`src/rtl/uart_irq_pkg.sv`:
```
package uart_irq_pkg;
  typedef enum logic [3:0] {
    ISR_NONE = 4'b0001,
    ISR_TXE  = 4'b0010,
    ISR_RXD  = 4'b0100,
    ISR_LSE  = 4'b0110
  } isr_code_e;
endpackage

```
`src/rtl/uart_ier_reg.sv`:
```
module uart_ier_reg #(
  parameter int IW = 4
) (
  input  logic          clk,
  input  logic          rst_n,
  input  logic          wr,
  input  logic [IW-1:0] wdata,
  output logic [IW-1:0] ier_q,
  output logic          tx_arm
);
  logic [IW-1:0] ier_d;

  always_comb begin
    ier_d = ier_q;
    if (wr) ier_d = wdata;
  end

  always_ff @(posedge clk or negedge rst_n) begin
    if (!rst_n) ier_q <= '0;
    else        ier_q <= ier_d;
  end

  // bit 1 going from 0 to 1 re-arms the transmit-empty source
  assign tx_arm = wr & wdata[1] & ~ier_q[1];
endmodule

```
`src/rtl/uart_lsr_track.sv`:
```
module uart_lsr_track #(
  parameter int CNT_W = 6
) (
  input  logic             clk,
  input  logic             rst_n,
  input  logic [CNT_W-1:0] rx_count,
  input  logic             rx_push,
  input  logic [3:0]       rx_err,
  input  logic             rx_bad,
  input  logic             tx_empty,
  input  logic             tx_idle,
  input  logic             lsr_rd,
  output logic [7:0]       lsr,
  output logic             err_any
);
  logic [3:0] err_q, err_d;

  always_comb begin
    err_d = err_q;
    if (lsr_rd)  err_d = '0;
    if (rx_push) err_d = err_d | rx_err;
  end

  always_ff @(posedge clk or negedge rst_n) begin
    if (!rst_n) err_q <= '0;
    else        err_q <= err_d;
  end

  assign err_any = |err_q;
  assign lsr = {rx_bad, tx_empty & tx_idle, tx_empty, err_q, (rx_count != '0)};
endmodule

```
`src/rtl/uart_irq_arb.sv`:
```
module uart_irq_arb
  import uart_irq_pkg::*;
#(
  parameter int DEPTH = 32,
  parameter int CNT_W = 6
) (
  input  logic             clk,
  input  logic             rst_n,
  input  logic             fifo_en,
  input  logic [1:0]       trig_sel,
  input  logic [CNT_W-1:0] rx_count,
  input  logic [2:0]       ier_src,
  input  logic             err_any,
  input  logic             tx_empty,
  input  logic             tx_arm,
  input  logic             thr_wr,
  input  logic             isr_rd,
  output isr_code_e        isr_code,
  output logic             irq
);
  localparam int NLVL = 4;
  localparam logic [CNT_W-1:0] ONE = CNT_W'(1);

  logic [CNT_W-1:0] lvl_tab [NLVL];
  logic [CNT_W-1:0] lvl;

  for (genvar g = 0; g < NLVL; g++) begin : g_lvl
    if (g == NLVL - 1) begin : g_top
      assign lvl_tab[g] = CNT_W'(DEPTH - DEPTH / 8);
    end else begin : g_step
      assign lvl_tab[g] = CNT_W'((g + 1) * DEPTH / NLVL);
    end
  end

  assign lvl = fifo_en ? lvl_tab[trig_sel] : ONE;

  logic rxd_pend, lse_pend, txe_pend;
  logic tx_q, tx_q_d, txf_q, txf_d, tx_set, tx_clr;

  assign rxd_pend = ier_src[0] & (rx_count >= lvl);
  assign lse_pend = ier_src[2] & err_any;
  assign txe_pend = ier_src[1] & txf_q;

  always_comb begin
    if (lse_pend)      isr_code = ISR_LSE;
    else if (rxd_pend) isr_code = ISR_RXD;
    else if (txe_pend) isr_code = ISR_TXE;
    else               isr_code = ISR_NONE;
  end

  assign irq = lse_pend | rxd_pend | txe_pend;

  assign tx_set = (tx_empty & ~tx_q) | (tx_arm & tx_empty);
  assign tx_clr = thr_wr | (isr_rd & (isr_code == ISR_TXE));

  always_comb begin
    txf_d  = txf_q;
    tx_q_d = tx_empty;
    if (tx_clr)      txf_d = 1'b0;
    else if (tx_set) txf_d = 1'b1;
  end

  always_ff @(posedge clk or negedge rst_n) begin
    if (!rst_n) begin
      txf_q <= 1'b0;
      tx_q  <= 1'b0;
    end else begin
      txf_q <= txf_d;
      tx_q  <= tx_q_d;
    end
  end
endmodule

```
`src/rtl/uart_irq_status.sv`:
```
module uart_irq_status
  import uart_irq_pkg::*;
#(
  parameter  int DEPTH = 32,
  localparam int CNT_W = $clog2(DEPTH + 1)
) (
  input  logic             clk,
  input  logic             rst_n,
  input  logic             fifo_en,
  input  logic [1:0]       trig_sel,
  input  logic [CNT_W-1:0] rx_count,
  input  logic             rx_push,
  input  logic [3:0]       rx_err,
  input  logic             rx_bad,
  input  logic             tx_empty,
  input  logic             tx_idle,
  input  logic             ier_wr,
  input  logic [3:0]       ier_wdata,
  input  logic             lsr_rd,
  input  logic             isr_rd,
  input  logic             thr_wr,
  output logic [3:0]       ier,
  output logic [7:0]       lsr,
  output logic [3:0]       isr_code,
  output logic             irq
);
  logic      tx_arm, err_any;
  isr_code_e code;

  uart_ier_reg #(.IW(4)) u_ier (
    .clk(clk), .rst_n(rst_n), .wr(ier_wr), .wdata(ier_wdata),
    .ier_q(ier), .tx_arm(tx_arm)
  );

  uart_lsr_track #(.CNT_W(CNT_W)) u_lsr (
    .clk(clk), .rst_n(rst_n), .rx_count(rx_count), .rx_push(rx_push),
    .rx_err(rx_err), .rx_bad(rx_bad), .tx_empty(tx_empty), .tx_idle(tx_idle),
    .lsr_rd(lsr_rd), .lsr(lsr), .err_any(err_any)
  );

  uart_irq_arb #(.DEPTH(DEPTH), .CNT_W(CNT_W)) u_arb (
    .clk(clk), .rst_n(rst_n), .fifo_en(fifo_en), .trig_sel(trig_sel),
    .rx_count(rx_count), .ier_src(ier[2:0]), .err_any(err_any),
    .tx_empty(tx_empty), .tx_arm(tx_arm), .thr_wr(thr_wr), .isr_rd(isr_rd),
    .isr_code(code), .irq(irq)
  );

  assign isr_code = code;
endmodule

```
`config.mk`:
```
export PLATFORM = sky130hd
export DESIGN_NAME = uart_irq_status
export DESIGN_NICKNAME = d
export VERILOG_FILES = /design/src/rtl/uart_irq_pkg.sv /design/src/rtl/uart_ier_reg.sv /design/src/rtl/uart_lsr_track.sv /design/src/rtl/uart_irq_arb.sv /design/src/rtl/uart_irq_status.sv
export SDC_FILE = /design/constraint.sdc
export NUM_CORES = 1
export LEC_CHECK = 0
export ABC_AREA = 1
export ABC_CLOCK_PERIOD_IN_PS = 1580
export BUFFER_PORTS_ARGS = -buffer_cell sky130_fd_sc_hd__buf_4
export CAP_MARGIN = 15
export CORE_ASPECT_RATIO = 1.2
export CORE_MARGIN = 1.5
export CORE_UTILIZATION = 42
export CTS_BUF_LIST = sky130_fd_sc_hd__clkbuf_8
export CTS_CLUSTER_SIZE = 10
export DETAILED_ROUTE_END_ITERATION = 6
export GPL_TIMING_DRIVEN = 0
export PLACE_DENSITY_LB_ADDON = 0.15
export SYNTH_ARGS = -nofsm -noshare
export SYNTH_HDL_FRONTEND = slang
export SYNTH_HIERARCHICAL = 1
export SYNTH_SLANG_ARGS = --single-unit
```
`constraint.sdc`:
```
create_clock -name clk -period 1.58 [get_ports clk]
set_input_delay 0.237 -clock clk [delete_from_list [all_inputs] [get_ports clk]]
set_output_delay 0.237 -clock clk [all_outputs]
set_load 0.02 [all_outputs]
```
# --- Word level (Yosys, flattened, before mapping) ---
# Cells that the tools add are included.
word_totals:
  reg_bits: 10
  elab_cells: 38
  in_bits: 27
classes:
  n_lt_le_gt_ge: 2
  eq_ne: 1
  reduce_logical: 3
  bitwise_logic: 17
  mux: 11
op_table:
  columns: ["operator", "count"]
  rows:
  - ["$mux 6", 3]
  - ["$mux 4", 4]
  - ["$bmux 6 s2", 1]
  - ["$and 1x1->1", 9]
  - ["$ge 6x6->1", 1]
  - ["$reduce_bool 6->1", 1]
  - ["$eq 4x2->1 const B", 1]
  - ["$or 1x1->1", 4]
  - ["$or 4x4->4", 1]
  - ["$reduce_or 4->1", 1]
  - ["$ge 3x3->1 const B", 1]
  - ["$not 2->3", 1]
  - ["$mux 1", 2]
  - ["$mux 2", 1]
  - ["$not 1->1", 2]
  - ["$reduce_bool 2->1", 1]

# --- Logic depth before layout (Yosys ltp) ---
logic_depth:
  depth_word: 13
  depth_mapped: 11
  mapped_depth_nobuf: 11

# --- By module ---
# Netlist, hierarchy kept.
modules_own_cells:
  columns: ["module", "area_per_inst_um2", "cells_each", "n_inst"]
  rows:
  - ["uart_irq_arb", 307.8, 46, 1]
  - ["uart_lsr_track", 198.9, 28, 1]
  - ["uart_ier_reg", 152.6, 18, 1]

# --- Worst setup path before layout ---
# No wires, ideal clock.
synth_timing:
  kind: "in2out"
  from: "input trig_sel[0]"
  to: "output irq"
  n_path_buf: 0
  slack_ns: 0.056
  t_arrival_ns: 1.287
  path_stages: 11
  cell_sequence: "inv_1 -> o21ai_1 -> ha_1 -> nand2_1 -> nor2_1 -> nor2_2 -> nand2_1 -> nand2_2 -> nand2_4 -> nor2_4 -> inv_2"
synth_between:
  elab_chain_len: 9
synth_lines:
  columns: ["item", "line_no", "source"]
  rows:
  - ["start, declared", "uart_irq_status.sv:10", "input logic [1:0] trig_sel,"]
  - ["$not 2->3 (not written as such)", "uart_irq_arb.sv:35", "assign lvl = fifo_en ? lvl_tab[trig_sel] : ONE;"]
  - ["$bmux 6 s2", "uart_irq_arb.sv:35", null]
  - ["$mux 6 (not written as such) (2 in a row)", "uart_irq_arb.sv:35", null]
  - ["$mux 6", "uart_irq_arb.sv:35", null]
  - ["$ge 6x6->1", "uart_irq_arb.sv:40", "assign rxd_pend = ier_src[0] & (rx_count >= lvl);"]
  - ["$and 1x1->1", "uart_irq_arb.sv:40", null]
  - ["$or 1x1->1 (2 in a row)", "uart_irq_arb.sv:51", "assign irq = lse_pend | rxd_pend | txe_pend;"]
  - ["end, declared", "uart_irq_status.sv:25", "output logic irq"]
# Every way passes these cells. The select of a mux whose other input is x is not followed.

# --- Worst setup path in the final report ---
# Ends and elaborated chain as after synthesis.

==> metrics.md <==
| Metric | Value |
|---|---|
| Status | finished with violations |
| Failing checks | negative setup slack |
| Synth Instances | 92 |
| Setup Skew | approximately 0.0015 ns |
| Leakage power | between 0.0006 and 0.0007 uW |
| Logic pwr share | 0.330 |
| Switching share of power | 0.292 |
| Clock transition at the registers of the reported paths | around 0.050 ns |
| Drt pass-1 iters | 4 |
| Final min period | 1.66 ns |
| First-pass GRT wire length | roughly 2400 um |
| HP Class | in2reg |
| Post-route clock period utilization | 1.05 |
| Row cnt | 15 |
| Vias in the first global route | about 690 |
| Final hold vios | 0 |
| Avg Synthesized Cell Area | 7.17 um^2 |
| Flop2flop setup slack | 0.54 ns |
| Gr usage total | 0.201 |
| Fmax | just over 600 MHz |
| Max Root-Sink Buffers | 2 |
| Die Area | between 0.0015 and 0.002 mm^2 |
| Clock network power share | 0.344 |
| H-tree levels | 1 |
| Dpl hpwl | about 1300 um |
| N_diodes | 0 |
| Total Wirelength | roughly 1700 um |
| Die H | 46.4 um |
| Initial DRC Count | 12 |
| Die X-Extent | a little under 40 um |
| Hold Crit Depth | 1 |
| Root buf cell | clkbuf_8 |
| R2r endpoint | u_arb/txf_q |
| Largest net degree at the start of global routing | 11 |
| Register bit total from synthesis | 10 |
| CTS tree | done |
| Required @ worst endpoint | 1.34 ns |
| Unrepaired setup endpoints after global routing | true |
| Final setup viols | 4 |
| Initial antenna violation count | 0 |
| Setup slack at placement | -0.162 ns |
| Utilization after layout | 0.763 |
| WP data arrival | roughly 1.4 ns |
| Final Max Tran Viols | 0 |
| Vias per cell | between 4 and 5 |
| Syn nets | between 100 and 150 |
| Area contributors post-synth | dfrtp_1 (38%), nand2_1 (21%), ha_1 (7.6%) |
| I/O Buffers | 41 |
| Kind of critical path | in2out |
| Yosys top cell area share | 0.380 |
| Number of CTS-inserted buffers | 3 |
| Netlist cell types | 17 |
| Area grow syn2layout | 67.2% |
| Max-cap violation count | 0 |
| Worst r2r src | u_ier/ier_q[1] |
| Gr ovfl total | 0 |
| Critical Path Source Type | primary input |
| Seq pwr share | 0.326 |
| GP Congestion | slightly above 0.7 |
| Post-synthesis sequential area ratio | 0.380 |
| Worst vdd ir | approximately 0.54 mV |
| Routed wire length per instance | approximately 11 um |
| Layout cells sized above 1 | 0.457 |
| Synth warn | 6 |
| WHS Endpoint | u_arb/tx_q |
| Clk_lat worst skew | 0.23 ns |
| I/O pins | 44 |
| Vias post-DR | roughly 700 |
| Largest fanout on the critical path | 3 |
| Worst setup margin | -0.0782 ns |
| Placeable Area | between 0.001 and 0.0015 mm^2 |
| Crit. End Element | output pin |
| Hold Startpoint | tx_empty |
| Nets | 170 |
| Power Dens Cells | approximately 830 mW/mm^2 |
| CTS Sinks | 10 |
| FF-to-FF path depth | 7 |
| P_int | 645 uW |
| Synthesized cell area | about 660 um^2 |
| # DRC | 0 |
| ANT nets after route | 0 |
| Initial Utilization | 0.456 |
| Net Switching | roughly 270 uW |
| Cell taking the most area after synthesis | dfrtp_1 |
-- power groups by stage --
| stage | logic [uW] | clock network (uW) | registers [uW] |
|---|---|---|---|
| floorplan | 120 | 0 | 320 |
| global placement | 268 | 0 | 299 |
| detailed placement | 276 | 0 | 300 |
| CTS | 290 | 322 | 297 |
| global route | 328 | 328 | 300 |
| finish | 301 | 314 | 297 |
-- final cells by class --
class	instances	area [um^2]
flip-flops and latches	10	250
inverters	14	66.3
well taps	17	21.3
fillers	125	343
plain buffers	3	22.5
repair buffers	42	333
clock buffers	4	55.1
multi-input cells	65	354
-- metrics by stage --
stage          hold WS [ns]  area [um^2]  setup TNS [ns]  cells  total power (uW)
2_1_floorplan       -0.0586          659               0     92               441
3_3_place_gp         0.0711          988          -0.172    150               567
3_5_place_dp         0.0695          988          -0.430    150               576
4_1_cts               0.129         1070          -0.261    155               910
5_1_grt               0.135         1100          -0.462    155               956
6_report              0.134         1100          -0.200    155               912
-- how the worst max path moves through the flow --
stage / end / cells past startpoint / start / slack, ns
6_report: irq / 13 / trig_sel[0] / -0.08
4_1_cts: irq / 12 / trig_sel[1] / -0.11
2_1_floorplan: irq / 11 / trig_sel[0] / 0.06
3_3_place_gp: irq / 12 / trig_sel[0] / -0.09
3_5_place_dp: irq / 12 / trig_sel[0] / -0.16
5_1_grt: irq / 13 / trig_sel[0] / -0.14
-- cell families after synthesis --
kind of cell,Yosys count,share of synthesized area
buf+inv,17,0.135
flops,10,0.380
other cells,1,0.00569
fa+ha+maj,4,0.0759
compound gates,4,0.0380
simple gates,56,0.366
-- cells in the mapped netlist --
cell      instances
nor2_2            1
inv_1            10
o21ai_1           2
nor2_1           11
bufinv_8          1
nand2_4           2
dfrtp_1          10
a21boi_1          1
inv_2             3
nor2_4            1
buf_4             3
conb_1            1
nand3_1           3
ha_1              4
nand2_1          37
o21bai_1          1
nand2_2           1
-- worst max-delay path, stage by stage --
cell     delay (ns)
buf_6          0.08
inv_1          0.04
o21ai_1        0.13
ha_1           0.26
nand2_2        0.09
nor2_2         0.05
nor2_2         0.07
nand2_1        0.06
nand2_2        0.09
nand2_4        0.06
nor2_4         0.08
inv_2          0.04
buf_6          0.12
-- registers in the layout, indices dropped and copies added (netlist names) --
name / count
u_ier/ier_q: 4
u_lsr/err_q: 4
u_arb/tx_q: 1
u_arb/txf_q: 1
-- repair_timing --
| item | CTS | global route |
|---|---|---|
| setup endpoints to repair | 4 | 4 |
| gates resized for setup | 5 | 6 |
| hold endpoints to repair | 10 | 0 |
| setup buffers | 0 | 0 |
| pin swaps | 12 | 3 |
| hold buffers | 1 | 0 |
-- routing by layer --
layer	track usage	part of all wire	vias up
met1	0.180	0.34	314
met5	0	0	-
met4	0.103	0.010	0
li1	-	-	359
met2	0.413	0.59	26
met3	0.0193	0.059	2
-- cells in the final DEF (no fill, tap or decap), types with 2 or more instances in the layout --
cell type and n:
buf_4 40, buf_6 4, clkbuf_8 4, dfrtp_1 10, ha_1 3, inv_1 10
inv_2 3, nand2_1 34, nand2_2 4, nand2_4 2, nand3_1 3, nor2_1 10
nor2_2 2
Power figures use the tool's default switching activity.
